==> src/rtl/idu_pkg.sv <==
package idu_pkg;
  typedef enum logic [1:0] {
    OP_WORD = 2'b00,
    OP_LONG = 2'b01,
    OP_REM  = 2'b10,
    OP_ALT  = 2'b11
  } idu_op_e;

  typedef enum logic [1:0] {
    ST_IDLE = 2'b00,
    ST_RUN  = 2'b01,
    ST_FIN  = 2'b10
  } idu_state_e;
endpackage

==> src/rtl/idu_core.sv <==
module idu_core #(
  parameter int W = 32
) (
  input  logic         clk,
  input  logic         rst_n,
  input  logic         load,
  input  logic         step,
  input  logic [W-1:0] dvd_mag,
  input  logic [W-1:0] dvs_mag,
  output logic [W-1:0] quo_mag,
  output logic [W-1:0] rem_mag
);
  logic [W-1:0] rem_q, quo_q, dvs_q;
  logic [W:0]   trial, diff;
  logic         fits;

  // restoring step: shift in the next dividend bit, subtract if it fits
  always_comb begin
    trial = {rem_q, quo_q[W-1]};
    diff  = trial - {1'b0, dvs_q};
    fits  = (trial >= {1'b0, dvs_q});
  end

  always_ff @(posedge clk or negedge rst_n) begin
    if (!rst_n) begin
      rem_q <= '0;
      quo_q <= '0;
      dvs_q <= '0;
    end else if (load) begin
      rem_q <= '0;
      quo_q <= dvd_mag;
      dvs_q <= dvs_mag;
    end else if (step) begin
      rem_q <= fits ? diff[W-1:0] : trial[W-1:0];
      quo_q <= {quo_q[W-2:0], fits};
    end
  end

  assign quo_mag = quo_q;
  assign rem_mag = rem_q;
endmodule

==> src/rtl/idu_fmt.sv <==
module idu_fmt
  import idu_pkg::*;
#(
  parameter int W = 32
) (
  input  idu_op_e      op,
  input  logic         sgn,
  input  logic         neg_q,
  input  logic         neg_r,
  input  logic [W-1:0] quo_mag,
  input  logic [W-1:0] rem_mag,
  output logic [W-1:0] res,
  output logic         ok,
  output logic         fn,
  output logic         fz,
  output logic         fv
);
  localparam int H = W / 2;

  function automatic logic [W-1:0] signed_val(input logic [W-1:0] m, input logic neg);
    return neg ? (~m + 1'b1) : m;
  endfunction

  // magnitude limit of a half-width quotient
  function automatic logic half_fits(input logic [W-1:0] m, input logic s, input logic neg);
    logic [W-1:0] lim;
    if (!s)      lim = {{H{1'b0}}, {H{1'b1}}};
    else if (neg) lim = {{H{1'b0}}, 1'b1, {(H-1){1'b0}}};
    else         lim = {{H{1'b0}}, 1'b0, {(H-1){1'b1}}};
    return m <= lim;
  endfunction

  logic [W-1:0] q_s, r_s;

  always_comb begin
    q_s = signed_val(quo_mag, neg_q);
    r_s = signed_val(rem_mag, neg_r);
    res = q_s;
    ok  = 1'b1;
    fv  = 1'b0;
    fn  = q_s[W-1];
    fz  = (q_s == '0);
    case (op)
      OP_WORD: begin
        res = {r_s[H-1:0], q_s[H-1:0]};
        fn  = q_s[H-1];
        fz  = (q_s[H-1:0] == '0);
        if (!half_fits(quo_mag, sgn, neg_q)) begin
          ok = 1'b0;
          fv = 1'b1;
          fn = 1'b0;
          fz = 1'b0;
        end
      end
      OP_REM: begin
        res = r_s;
        fn  = r_s[W-1];
        fz  = (r_s == '0);
      end
      default: ;
    endcase
  end
endmodule

==> src/rtl/int_div_unit.sv <==
module int_div_unit
  import idu_pkg::*;
#(
  parameter int DATA_W = 32
) (
  input  logic              clk,
  input  logic              rst_n,
  input  logic              start,
  input  logic [1:0]        op,
  input  logic              is_signed,
  input  logic [DATA_W-1:0] dividend,
  input  logic [DATA_W-1:0] divisor,
  output logic              busy,
  output logic              done,
  output logic              res_valid,
  output logic              div_zero,
  output logic [DATA_W-1:0] result,
  output logic              flag_n,
  output logic              flag_z,
  output logic              flag_v,
  output logic              flag_c
);
  localparam int H  = DATA_W / 2;
  localparam int CW = $clog2(DATA_W + 1);

  idu_state_e        state;
  logic [CW-1:0]     cnt;
  idu_op_e           op_in, op_q;
  logic              sgn_q, negq_q, negr_q;
  logic [DATA_W-1:0] dvs_eff, dvd_mag, dvs_mag, quo_mag, rem_mag;
  logic              neg_a, neg_b, zero_in;
  logic              accept_evt, zero_evt, load_evt, step_evt, fin_evt;
  logic [DATA_W-1:0] f_res;
  logic              f_ok, f_n, f_z, f_v;
  logic              done_q, valid_q, dz_q, n_q, z_q, v_q;
  logic [DATA_W-1:0] res_q;

  assign op_in = idu_op_e'(op);

  always_comb begin
    if (op_in == OP_WORD)
      dvs_eff = is_signed ? {{H{divisor[H-1]}}, divisor[H-1:0]}
                          : {{H{1'b0}}, divisor[H-1:0]};
    else
      dvs_eff = divisor;
    zero_in = (dvs_eff == '0);
    neg_a   = is_signed & dividend[DATA_W-1];
    neg_b   = is_signed & dvs_eff[DATA_W-1];
    dvd_mag = neg_a ? (~dividend + 1'b1) : dividend;
    dvs_mag = neg_b ? (~dvs_eff + 1'b1) : dvs_eff;
  end

  // named events for the checker
  assign accept_evt = (state == ST_IDLE) && start;
  assign zero_evt   = accept_evt && zero_in;
  assign load_evt   = accept_evt && !zero_in;
  assign step_evt   = (state == ST_RUN);
  assign fin_evt    = (state == ST_FIN);

  idu_core #(.W(DATA_W)) u_core (
    .clk(clk), .rst_n(rst_n), .load(load_evt), .step(step_evt),
    .dvd_mag(dvd_mag), .dvs_mag(dvs_mag), .quo_mag(quo_mag), .rem_mag(rem_mag)
  );

  idu_fmt #(.W(DATA_W)) u_fmt (
    .op(op_q), .sgn(sgn_q), .neg_q(negq_q), .neg_r(negr_q),
    .quo_mag(quo_mag), .rem_mag(rem_mag),
    .res(f_res), .ok(f_ok), .fn(f_n), .fz(f_z), .fv(f_v)
  );

  always_ff @(posedge clk or negedge rst_n) begin
    if (!rst_n) begin
      state  <= ST_IDLE;
      cnt    <= '0;
      op_q   <= OP_WORD;
      sgn_q  <= 1'b0;
      negq_q <= 1'b0;
      negr_q <= 1'b0;
    end else begin
      case (state)
        ST_IDLE: if (load_evt) begin
          state  <= ST_RUN;
          cnt    <= CW'(DATA_W);
          op_q   <= op_in;
          sgn_q  <= is_signed;
          negq_q <= neg_a ^ neg_b;
          negr_q <= neg_a;
        end
        ST_RUN: begin
          cnt <= cnt - 1'b1;
          if (cnt == CW'(1)) state <= ST_FIN;
        end
        default: state <= ST_IDLE;
      endcase
    end
  end

  always_ff @(posedge clk or negedge rst_n) begin
    if (!rst_n) begin
      done_q  <= 1'b0;
      valid_q <= 1'b0;
      dz_q    <= 1'b0;
      n_q     <= 1'b0;
      z_q     <= 1'b0;
      v_q     <= 1'b0;
      res_q   <= '0;
    end else begin
      done_q  <= zero_evt || fin_evt;
      valid_q <= fin_evt && f_ok;
      dz_q    <= zero_evt;
      if (zero_evt) begin
        n_q <= 1'b0;
        z_q <= 1'b0;
        v_q <= 1'b0;
      end else if (fin_evt) begin
        n_q <= f_n;
        z_q <= f_z;
        v_q <= f_v;
        if (f_ok) res_q <= f_res;
      end
    end
  end

  assign busy      = (state != ST_IDLE);
  assign done      = done_q;
  assign res_valid = valid_q;
  assign div_zero  = dz_q;
  assign result    = res_q;
  assign flag_n    = n_q;
  assign flag_z    = z_q;
  assign flag_v    = v_q;
  assign flag_c    = 1'b0;
endmodule

==> config.mk <==
export PLATFORM = sky130hd
export DESIGN_NAME = int_div_unit
export DESIGN_NICKNAME = d
export VERILOG_FILES = /design/src/rtl/idu_pkg.sv /design/src/rtl/idu_core.sv /design/src/rtl/idu_fmt.sv /design/src/rtl/int_div_unit.sv
export SDC_FILE = /design/constraint.sdc
export NUM_CORES = 1
export LEC_CHECK = 0
export BUFFER_PORTS_ARGS = -buffer_cell sky130_fd_sc_hd__buf_2
export CAP_MARGIN = 20
export CORE_ASPECT_RATIO = 2
export CORE_MARGIN = 2
export CORE_UTILIZATION = 40
export DETAILED_ROUTE_END_ITERATION = 6
export GPL_ROUTABILITY_DRIVEN = 1
export HOLD_SLACK_MARGIN = 0.08
export SYNTH_ARGS = -nofsm -noshare
export SYNTH_HDL_FRONTEND = slang
export SYNTH_SLANG_ARGS = --single-unit
==> constraint.sdc <==
create_clock -name clk -period 3.8 [get_ports clk]
set_clock_uncertainty 0.05 [all_clocks]
set_input_delay 0.76 -clock clk [delete_from_list [all_inputs] [get_ports clk]]
set_output_delay 0.76 -clock clk [all_outputs]
set_load 0.02 [all_outputs]
==> out/results.tsv <==
metric	value	unit
place_congestion	0.913	
drc	1	
switching_share	0.492	
yosys-top-cells-area	dfrtp_1, o21ai_0, xnor2_1	
period_minus_slack	3.56	ns
yosysSeqAreaShare	0.311	
core-area	0.0293	mm2
clk_pin_slew	0.06	ns
first_pass_iters	7	
setup_viol	0	
crit_family	simple AND/OR/NAND/NOR gates	
antenna_found_initial	0	
ys_seq_elements	147	
post_route_cells_drive_above_1_share	0.146	
hold_path.class	in2async	
maxSlewHeadroom	0.419	
combPwrFrac	0.633	
finalHoldViolCount	0	
yosysUniqueCellTypes	77	
worst_pin_slew	0.870	ns
path_class	reg2reg	
die_h	247	um
synth_most_common_cell	o21ai_0	
synthCells	1507	
fin_crit_sh	0.937	
finalMaxSlewViolations	0	
grt_max_degree	70	
async_reset_ff_frac	1.00	
avgSynthCellArea	7.84	um2
max_freq	281	MHz
dieArea	0.0310	mm2
clock_latency	0.45	ns
grt_pass1_vias	10881	
synth_edf_count	0	
grt_overflow_total	0	
syn_to_final_growth	14.5	%
root_buffer	clkbuf_16	
cp-end-kind	register	
io_buffers	108	
peakVddDrop	0.604	mV
die_w	126	um
synth-main-ff-cell	dfrtp_1	
avgViaCountPerCell	5.86	
post_drt_wl_per_cell	18.4	um
num_antenna_cells	0	
synth_commonest_cells	o21ai_0, nand2_1, dfrtp_1, nor2_1, a21oi_1	
leakage	5.95	nW
seq_power_share	0.231	
path_common_cell	or4_1	
crit_fanout	8	
holdWs	0.267	ns
p_per_area	964	mW/mm2
pin_count	110	
path_buf_inv	0	
violations	design-rule violations	
cts.sinks	147	
setup_ws	0.240	ns
yosys.area.top_type_share	0.311	
cts_tree	built	
yosys_warnings	0	
power	13.0	mW
critPathRequiredTime	4.12	ns
dp_hpwl	28100	um
cp_data_arrival_time	3.88	ns
vias	11433	
syn-num-nets	1620	
synth_top_cell_by_area	dfrtp_1	
grt_pass1_wl	57900	um
netlist_area	0.0118	mm2
p_clk_frac	0.136	
p_sw	6.42	mW
tns	0	ns
cp-start-kind	register	
pre_cts_ws	0.120	ns
fill_cells	2976	
ant_nets	0	
outcome	finished, violations left	
htree_levels	4	
cts_buffer_depth	2	
crit_path_max_incr_delay	0.67	ns
numCtsBuffers	17	
grt_usage	0.233	
routed_wl	35900	um
fp-row-count	89	
final_nets	1688	
slowest_stage	or4_1	
internal_power	6.63	mW
drt_iter0_markers	696	
floorplan.initialDensity	0.403	
crit_chain	or4_1 > or4_1 > or4_1 > or2_2 > mux2_2 > a32oi_1 > nor4b_1 > a22oi_1 > o21ai_1	
drv_cap	0	
-- flip-flops by register name (all words and copies together), names as in the netlist, 2 cells and up --
signal and cells:
u_core.dvs_q 32, state 2, u_core.quo_mag 32, cnt 6, op_q 2, u_core.rem_mag 32, result 32
-- metal layers --
metal | track usage | wire length [um]
met3 | 0.0307 | 1210
met5 | 0 | 0
met2 | 0.399 | 17700
met1 | 0.296 | 15700
met4 | 0.0948 | 1300
-- worst paths after layout --
check | slack, ns | cells past startpoint | startpoint | endpoint
min | 0.27 | 1 | rst_n | u_core.dvs_q[5]$_DFFE_PN0P_
max reg2reg | 0.24 | 9 | u_core.quo_mag[0]$_DFFE_PN0P_ | flag_z$_DFFE_PN0P_
min in group clk | 0.42 | 1 | result[7]$_DFFE_PN0P_ | result[7]$_DFFE_PN0P_
min reg2reg | 0.42 | 1 | result[7]$_DFFE_PN0P_ | result[7]$_DFFE_PN0P_
max | 0.24 | 9 | u_core.quo_mag[0]$_DFFE_PN0P_ | flag_z$_DFFE_PN0P_
max in group asynchronous | 2.65 | 2 | rst_n | u_core.dvs_q[21]$_DFFE_PN0P_
-- logic make-up after synthesis --
group,synth area share
adder cells (fa/ha/maj),0.0462
XOR/XNOR,0.105
flip-flops,0.311
AND/OR/NAND/NOR,0.198
AO/OA/AOI/OAI,0.260
other,0.000317
buffers and inverters,0.0608
multiplexers,0.0190
-- timing repair --
action	CTS	global route
endpoints found under the hold margin	0	0
buffers inserted	0	0
setup endpoints to repair	0	2
resized for setup	0	3
hold buffers	0	0
-- power groups by stage --
| stage | sequential, mW | combinational (mW) | clock [mW] |
|---|---|---|---|
| 6_report | 3.01 | 8.26 | 1.78 |
| 5_1_grt | 3.11 | 9.18 | 1.87 |
| 4_1_cts | 2.99 | 8.22 | 1.81 |
| 3_5_place_dp | 3.02 | 8.18 | 0 |
| 3_3_place_gp | 2.99 | 8.03 | 0 |
| 2_1_floorplan | 2.70 | 6.08 | 0 |
-- area by class of cell --
cell class                 count  area [um2]  area share
clock inverter                13         175      0.0129
inverter                      65         244      0.0180
clock buffer                  19         443      0.0327
tap                          364         455      0.0337
timing repair buffer         167        1060      0.0787
multi-input combinational   1177        7470       0.552
sequential                   147        3680       0.272
-- worst reg2reg max path, delay by kind of cell, from the launching register on --
family           cells  cell delay, ns
AND/OR/NAND/NOR      5            2.45
flip-flops           1            0.39
multiplexers         1            0.23
AO/OA/AOI/OAI        3            0.36
-- placed cells by master (no fill, tap or decap), drive strengths merged, types with 5 or more instances in the layout --
| master | count |
|---|---|
| nor2 | 135 |
| a22oi | 16 |
| mux2 | 8 |
| nand2b | 15 |
| nand3 | 34 |
| a21o | 23 |
| clkbuf | 19 |
| or2 | 8 |
| nand2 | 151 |
| ha | 42 |
| dfrtp | 147 |
| clkinv | 6 |
| or4 | 19 |
| nand4 | 18 |
| a21oi | 109 |
| a221o | 29 |
| xnor2 | 72 |
| nor3 | 28 |
| o41ai | 20 |
| inv | 68 |
| mux2i | 13 |
| and2 | 9 |
| or3 | 14 |
| xor2 | 69 |
| nor4 | 17 |
| o211ai | 6 |
| and4 | 5 |
| o21a | 9 |
| o21ai | 175 |
| a211oi | 19 |
| o31ai | 26 |
| a31oi | 17 |
| buf | 167 |
| and3 | 10 |
| nor2b | 9 |
-- through the flow --
step,std cells,cell area (um2),util
floorplan,1507,11800,-
global placement,1920,12900,0.440
detailed placement,1920,12900,0.440
CTS,1952,13500,0.461
finish,1952,13500,0.462
global route,1952,13500,0.462
Note: power is estimated with default switching activity, not from simulation.
